===== src/rtl/dtmr_pkg.sv =====
package dtmr_pkg;
  parameter int REG_W    = 16;
  parameter int CNT_W    = REG_W;
  parameter int PSC_W    = 8;
  parameter int ADDR_W   = 4;
  parameter int NCH      = 2;
  parameter int SLOW_DIV = 16;
  localparam int SLOW_W  = $clog2(SLOW_DIV);

  // word addresses; channel c adds c to each per-channel base
  localparam int A_CFG  = 0;
  localparam int A_MODE = 1;
  localparam int A_REF  = 3;
  localparam int A_CNT  = 5;
  localparam int A_EVT  = 7;
  localparam int A_PSR  = 9;

  // configuration byte: channel c uses bit 4c (clear) and 4c+1 (stop)
  localparam int CFG_STRIDE = 4;
  localparam int CFG_CLR    = 0;
  localparam int CFG_STOP   = 1;

  // mode register fields
  localparam int MODE_SEL_LO  = 1;
  localparam int MODE_RESTART = 3;
  localparam int MODE_IRQ_EN  = 4;
  localparam int MODE_PSC_LO  = 8;

  localparam int EVT_MATCH = 1;

  typedef enum logic [1:0] {
    CS_CASCADE  = 2'd0,
    CS_INTERNAL = 2'd1,
    CS_SLOW     = 2'd2,
    CS_INT_ALT  = 2'd3
  } clk_sel_e;
endpackage


===== src/rtl/dtmr_prescale.sv =====
module dtmr_prescale #(
  parameter int W = 8
) (
  input  logic         clk,
  input  logic         rst_n,
  input  logic         clr_i,
  input  logic         adv_i,
  input  logic [W-1:0] div_i,
  output logic         tick_o
);
  logic [W-1:0] cnt_q, cnt_d;
  logic         wrap;

  always_comb begin
    wrap   = (cnt_q >= div_i);
    tick_o = adv_i & wrap;
    cnt_d  = cnt_q;
    if (clr_i)      cnt_d = '0;
    else if (adv_i) cnt_d = wrap ? '0 : cnt_q + 1'b1;
  end

  always_ff @(posedge clk or negedge rst_n) begin
    if (!rst_n) cnt_q <= '0;
    else        cnt_q <= cnt_d;
  end
endmodule


===== src/rtl/dtmr_channel.sv =====
module dtmr_channel
  import dtmr_pkg::*;
(
  input  logic             clk,
  input  logic             rst_n,
  input  logic             stop_i,
  input  logic             clr_i,
  input  logic [REG_W-1:0] mode_i,
  input  logic [PSC_W-1:0] psr_i,
  input  logic [CNT_W-1:0] ref_i,
  input  logic             cnt_we_i,
  input  logic [CNT_W-1:0] cnt_wdata_i,
  input  logic             evt_clr_i,
  input  logic             casc_i,
  output logic [CNT_W-1:0] cnt_o,
  output logic [REG_W-1:0] evt_o,
  output logic             match_o,
  output logic             irq_o
);
  clk_sel_e         sel;
  logic             run, slow_adv, slow_tick, src, pri_adv, pri_tick, sec_tick;
  logic             cnt_en, hit;
  logic [CNT_W-1:0] cnt_q, cnt_d;
  logic             flag_q, flag_d, match_q;
  logic             unused_mode;

  assign unused_mode = ^{mode_i[7:5], mode_i[0]};

  always_comb begin
    sel      = clk_sel_e'(mode_i[MODE_SEL_LO +: 2]);
    run      = ~stop_i;
    slow_adv = run & (sel == CS_SLOW);
    case (sel)
      CS_CASCADE: src = casc_i;
      CS_SLOW:    src = slow_tick;
      default:    src = 1'b1;
    endcase
    pri_adv = run & src;
  end

  dtmr_prescale #(.W(SLOW_W)) u_slow (
    .clk(clk), .rst_n(rst_n), .clr_i(clr_i), .adv_i(slow_adv),
    .div_i(SLOW_W'(SLOW_DIV - 1)), .tick_o(slow_tick));

  dtmr_prescale #(.W(PSC_W)) u_pri (
    .clk(clk), .rst_n(rst_n), .clr_i(clr_i), .adv_i(pri_adv),
    .div_i(psr_i), .tick_o(pri_tick));

  dtmr_prescale #(.W(PSC_W)) u_sec (
    .clk(clk), .rst_n(rst_n), .clr_i(clr_i), .adv_i(pri_tick),
    .div_i(mode_i[MODE_PSC_LO +: PSC_W]), .tick_o(sec_tick));

  always_comb begin
    cnt_en = sec_tick & ~clr_i & ~cnt_we_i;
    hit    = cnt_en & (cnt_q == ref_i);
    cnt_d  = cnt_q;
    if (clr_i)                              cnt_d = '0;
    else if (cnt_we_i)                      cnt_d = cnt_wdata_i;
    else if (hit && mode_i[MODE_RESTART])   cnt_d = '0;
    else if (cnt_en)                        cnt_d = cnt_q + 1'b1;
    flag_d = (flag_q & ~evt_clr_i) | hit;
  end

  always_ff @(posedge clk or negedge rst_n) begin
    if (!rst_n) begin
      cnt_q   <= '0;
      flag_q  <= 1'b0;
      match_q <= 1'b0;
    end else begin
      cnt_q   <= cnt_d;
      flag_q  <= flag_d;
      match_q <= hit;
    end
  end

  always_comb begin
    evt_o            = '0;
    evt_o[EVT_MATCH] = flag_q;
  end

  assign cnt_o   = cnt_q;
  assign match_o = match_q;
  assign irq_o   = mode_i[MODE_IRQ_EN] & flag_q;
endmodule


===== src/rtl/dual_ref_timer.sv =====
module dual_ref_timer
  import dtmr_pkg::*;
(
  input  logic              clk,
  input  logic              rst_n,
  input  logic              reg_we,
  input  logic [ADDR_W-1:0] reg_addr,
  input  logic [REG_W-1:0]  reg_wdata,
  output logic [REG_W-1:0]  reg_rdata,
  output logic [NCH-1:0]    irq
);
  logic [1:0]                 rst_sync_q;
  logic                       rst_n_s;
  logic [NCH-1:0]             stop_q, stop_d, clr;
  logic [NCH-1:0][REG_W-1:0]  mode_q, mode_d;
  logic [NCH-1:0][CNT_W-1:0]  ref_q, ref_d;
  logic [NCH-1:0][PSC_W-1:0]  psr_q, psr_d;
  logic [NCH-1:0][CNT_W-1:0]  ch_cnt;
  logic [NCH-1:0][REG_W-1:0]  ch_evt;
  logic [NCH-1:0]             ch_match, cnt_we, evt_clr;

  always_ff @(posedge clk or negedge rst_n) begin
    if (!rst_n) rst_sync_q <= 2'b00;
    else        rst_sync_q <= {rst_sync_q[0], 1'b1};
  end
  assign rst_n_s = rst_sync_q[1];

  always_comb begin
    stop_d = stop_q;
    mode_d = mode_q;
    ref_d  = ref_q;
    psr_d  = psr_q;
    for (int c = 0; c < NCH; c++) begin
      clr[c]     = reg_we && (reg_addr == ADDR_W'(A_CFG)) &&
                   reg_wdata[CFG_STRIDE*c + CFG_CLR];
      cnt_we[c]  = reg_we && (reg_addr == ADDR_W'(A_CNT + c));
      evt_clr[c] = reg_we && (reg_addr == ADDR_W'(A_EVT + c)) &&
                   reg_wdata[EVT_MATCH];
      if (reg_we && (reg_addr == ADDR_W'(A_CFG)))
        stop_d[c] = reg_wdata[CFG_STRIDE*c + CFG_STOP];
      if (reg_we && (reg_addr == ADDR_W'(A_MODE + c))) mode_d[c] = reg_wdata;
      if (reg_we && (reg_addr == ADDR_W'(A_REF + c)))  ref_d[c]  = reg_wdata;
      if (reg_we && (reg_addr == ADDR_W'(A_PSR + c)))  psr_d[c]  = reg_wdata[PSC_W-1:0];
    end
  end

  always_ff @(posedge clk or negedge rst_n_s) begin
    if (!rst_n_s) begin
      stop_q <= '0;
      mode_q <= '0;
      ref_q  <= '0;
      psr_q  <= '0;
    end else begin
      stop_q <= stop_d;
      mode_q <= mode_d;
      ref_q  <= ref_d;
      psr_q  <= psr_d;
    end
  end

  for (genvar c = 0; c < NCH; c++) begin : g_ch
    localparam int PARTNER = NCH - 1 - c;
    dtmr_channel u_ch (
      .clk(clk), .rst_n(rst_n_s),
      .stop_i(stop_q[c]), .clr_i(clr[c]),
      .mode_i(mode_q[c]), .psr_i(psr_q[c]), .ref_i(ref_q[c]),
      .cnt_we_i(cnt_we[c]), .cnt_wdata_i(reg_wdata),
      .evt_clr_i(evt_clr[c]), .casc_i(ch_match[PARTNER]),
      .cnt_o(ch_cnt[c]), .evt_o(ch_evt[c]),
      .match_o(ch_match[c]), .irq_o(irq[c]));
  end

  always_comb begin
    reg_rdata = '0;
    for (int c = 0; c < NCH; c++) begin
      if (reg_addr == ADDR_W'(A_CFG))
        reg_rdata[CFG_STRIDE*c + CFG_STOP] = stop_q[c];
      if (reg_addr == ADDR_W'(A_MODE + c)) reg_rdata = mode_q[c];
      if (reg_addr == ADDR_W'(A_REF + c))  reg_rdata = ref_q[c];
      if (reg_addr == ADDR_W'(A_CNT + c))  reg_rdata = ch_cnt[c];
      if (reg_addr == ADDR_W'(A_EVT + c))  reg_rdata = ch_evt[c];
      if (reg_addr == ADDR_W'(A_PSR + c))
        reg_rdata = {{(REG_W-PSC_W){1'b0}}, psr_q[c]};
    end
  end
endmodule


===== config.mk =====
export PLATFORM = sky130hd
export DESIGN_NAME = dual_ref_timer
export DESIGN_NICKNAME = d
export VERILOG_FILES = /design/src/rtl/dtmr_pkg.sv /design/src/rtl/dtmr_prescale.sv /design/src/rtl/dtmr_channel.sv /design/src/rtl/dual_ref_timer.sv
export SDC_FILE = /design/constraint.sdc
export NUM_CORES = 1
export LEC_CHECK = 0
export BUFFER_PORTS_ARGS = -buffer_cell sky130_fd_sc_hd__buf_4
export CAP_MARGIN = 20
export CORE_MARGIN = 4
export CORE_UTILIZATION = 60
export DETAILED_ROUTE_END_ITERATION = 8
export PLACE_DENSITY = 0.76
export SKIP_CTS_REPAIR_TIMING = 1
export SLEW_MARGIN = 15
export SYNTH_ARGS = -nofsm -noshare
export SYNTH_HDL_FRONTEND = slang
export SYNTH_SLANG_ARGS = --single-unit

===== constraint.sdc =====
create_clock -name clk -period 7.35 [get_ports clk]
set_input_delay 0.3675 -clock clk [delete_from_list [all_inputs] [get_ports clk]]
set_output_delay 0.3675 -clock clk [all_outputs]
set_load 0.01 [all_outputs]

==> implementation parameters <==
Parameter                              Value

Run
  Max Cap Violations    0

Cells and area
  # diodes    0
  Final core utilization    between 60 and 70%
  Share of layout cells above drive strength 1    15.0%
  Layout overhead on the synthesized area    11.0%
  Final nets    1,112
  Non-filler cells, final    1,273
  Final instance area    0.0106 mm2

Yosys
  Cell type with the highest aggregate area in the netlist    dfrtp_1
  Number of nets produced by synthesis    1,101
  Biggest area contributors in the synthesized netlist    dfrtp_1, mux2_2, o21ai_0, ha_1, nand2_1
  Sequential-to-total area share from yosys stat    42.1%
  Post-synth design cell area    0.00950 mm2
  Number of different library cells in the post-synthesis netlist    63
  Main synth FF type    dfrtp_1
  Yosys reg bits    160
  Fraction of synthesized cell area taken by the top area cell type    42.1%
  Syn avg cell area    around 9.2 um2
  Number of flops mapped to enable cells by yosys    0
  Count of mapped cells out of synthesis    ~1,000
  Number of warnings issued by yosys    0
  Fraction of registers with async set/reset    100%

Setup path
  Kind of start point of the critical path    register
  Critical Path Fanout Max    16
  Gate family responsible for the most delay along the worst path    simple AND/OR/NAND/NOR gates
  CP Capture Type    register
  Slack of the worst reg-to-reg path    between 4 and 5 ns
  Critical-path cell list    xor2_1 > nor4_1 > nand4_1 > o21bai_1 > or3_1 > nor3b_1 > a221o_1
  Critical-path top delay cell    o21bai_1
  Required arrival time at the worst endpoint    7.66 ns
  Arrival time reported for the critical path endpoint    between 3 and 4 ns
  Worst path bufs/invs    0
  CP max stage delay    around 0.86 ns
  Crit path kind    register to register

Global routing
  First-pass GRT wire length    39,400 um
  Total routing resource utilization after global routing    between 20% and 30%
  Initial antenna violation count    0
  Pin count of the biggest net entering global routing    57
  Vias in the first global route    around 7,600
  Total grt overflow    0

Placement
  Cell area after placement    0.00989 mm2
  Half-perimeter wire length after detailed placement    17,500 um
  Final Wtd Congestion    0.928
  Count of input and output buffers    40
  Placement-stage worst setup slack    3.89 ns
  Placed cells    1,239

STA
  Hold Slack    0.234 ns
  Final Hold Viols    0
  Setup repair after global routing missed its margin    no
  Final critical delay including setup and external delays    3.13 ns
  Clock Skews    a little over 0.007 ns
  Number of max-slew violations in the final report    0
  Count of final setup violators    0
  F_max    319 MHz
  Measured slew at the worst slew-check pin    a little over 1 ns
  Headroom to the max-slew limit    a little under a third
  Final setup margin    4.22 ns
  Final setup TNS    0 ns
  Ratio of final minimum period to clock period    42.6%

Route
  Via density per instance    6.27
  Routed WL per cell    19.2 um
  Total via count after detailed routing    about 8,000
  Wire length reported by the detailed router    24,400 um
  Remaining routing DRC violations    0
  Pre-antenna DRT Iters    7
  Post-route ant nets    0
  Violation count after the first detailed-routing iteration    573

Min path
  Type of the tightest min-delay check    primary input to register

Pwr
  Power per cell area    between 200 and 300 mW/mm2
  Static leakage    4.65 nW
  Total power draw    3.06 mW
  Peak supply drop    roughly 0.29 mV

CTS
  H-Tree Depth    4
  Buffer cell driving the clock tree root    clkbuf_16
  Maximum clock insertion buffer count    2
  CTS clk-pin slew, worst paths    0.07 ns
  CTS buffer count    17
  Clock tree sinks    160
  Clock latency at the later pin of the worst-skew pair    approximately 0.43 ns
  TritonCTS clock tree    done

Floorplanning
  Core box area    0.0154 mm2
  Height of the die    approximately 130 um
  Initial cell density of the core    61.8%
  Ports    41
  Die width    134 um
  Die ar.    0.0179 mm2
  Number of placement rows    between 40 and 50

Status
  Result of the run    complete, no violations
==> kinds of logic after synthesis <==
family,after synthesis,share of synthesized area (%)
compound gates,266,17.4
simple gates,353,18.4
buf+inv,103,4.27
fa+ha+maj,40,5.27
other cells,1,0.0395
mux,74,8.72
xor+xnor,41,3.78
flops,160,42.1
==> sequential cells by signal, indices dropped and copies added (netlist names) <==
register,flops
g_ch.u_ch.cnt_o,32
g_ch.u_ch.flag_q,2
g_ch.u_ch.match_o,2
g_ch.u_ch.u_pri.cnt_q,16
g_ch.u_ch.u_sec.cnt_q,16
g_ch.u_ch.u_slow.cnt_q,8
mode_q,32
psr_q,16
ref_q,32
rst_sync_q,2
stop_q,2
==> routing by layer <==
metal | wire [um] | vias up | share of wire, % | GRT usage [%]
li1 | - | 3756 | - | -
met1 | 10700 | 3917 | 44 | 38.1
met2 | 11700 | 269 | 48 | 44.8
met3 | 1440 | 41 | 5.9 | 5.03
met4 | 570 | 0 | 2.3 | 9.83
met5 | 0 | - | 0 | 0
==> report_power, final <==
| part | switching, mW | total (mW) | internal, mW |
|---|---|---|---|
| clock | 0.385 | 0.969 | 0.584 |
| sequential | 0.261 | 1.35 | 1.09 |
| combinational | 0.384 | 0.742 | 0.359 |
==> worst min-delay path, stage by stage <==
cell	delay (ns)
buf_4	0.14
a32oi_1	0.06
o31ai_1	0.06
==> final timing paths <==
check / from / end / depth (start not counted)
worst max-delay path: g_ch[1].u_ch.cnt_o[2] / g_ch[1].u_ch.cnt_o[6] / 7
worst min-delay path: reg_wdata[14] / g_ch[0].u_ch.cnt_o[14] / 3
worst max register to register: g_ch[1].u_ch.cnt_o[2] / g_ch[1].u_ch.cnt_o[6] / 7
worst min register to register: rst_sync_q[1] / mode_q[17] / 0
max in group asynchronous: rst_sync_q[1] / g_ch[0].u_ch.u_sec.cnt_q[1] / 2
min in group asynchronous: rst_n / rst_sync_q[1] / 2
==> cell type report <==
type,count,area (um2)
multi-input cells,775,5100
fillers,1283,4820
flip-flops and latches,160,4010
clock buffers,18,439
repair buffers,48,363
well taps,211,264
clock inverters,14,200
inverters,47,176
==> cells in the mapped netlist, drive strengths merged (4+ instances only) <==
| master | n |
|---|---|
| and2 | 8 |
| o311ai | 10 |
| a21o | 11 |
| a31oi | 10 |
| nand2b | 19 |
| a32oi | 4 |
| o21ai | 125 |
| o21bai | 5 |
| a221oi | 8 |
| clkbuf | 49 |
| dfrtp | 160 |
| o22ai | 7 |
| mux2i | 4 |
| a21oi | 42 |
| nand2 | 123 |
| a22oi | 11 |
| nor4 | 7 |
| mux2 | 70 |
| nor2 | 50 |
| buf | 7 |
| xnor2 | 21 |
| or2 | 4 |
| xor2 | 20 |
| nand4 | 13 |
| ha | 40 |
| a222oi | 8 |
| nor3b | 8 |
| inv | 47 |
| and3 | 23 |
| nor3 | 21 |
| nor2b | 21 |
| nand3 | 40 |
==> cell usage in the layout, fill, tap and decap left out, drive strengths merged, types with 18 or more instances in the layout <==
cell type,instances
dfrtp,160
o21ai,125
nand2,123
mux2,70
inv,53
nor2,50
buf,47
a21oi,42
ha,40
nand3,40
and3,23
nor2b,21
xnor2,21
nor3,21
xor2,20
nand2b,19
clkbuf,18
Power figures use the tool's default switching activity.
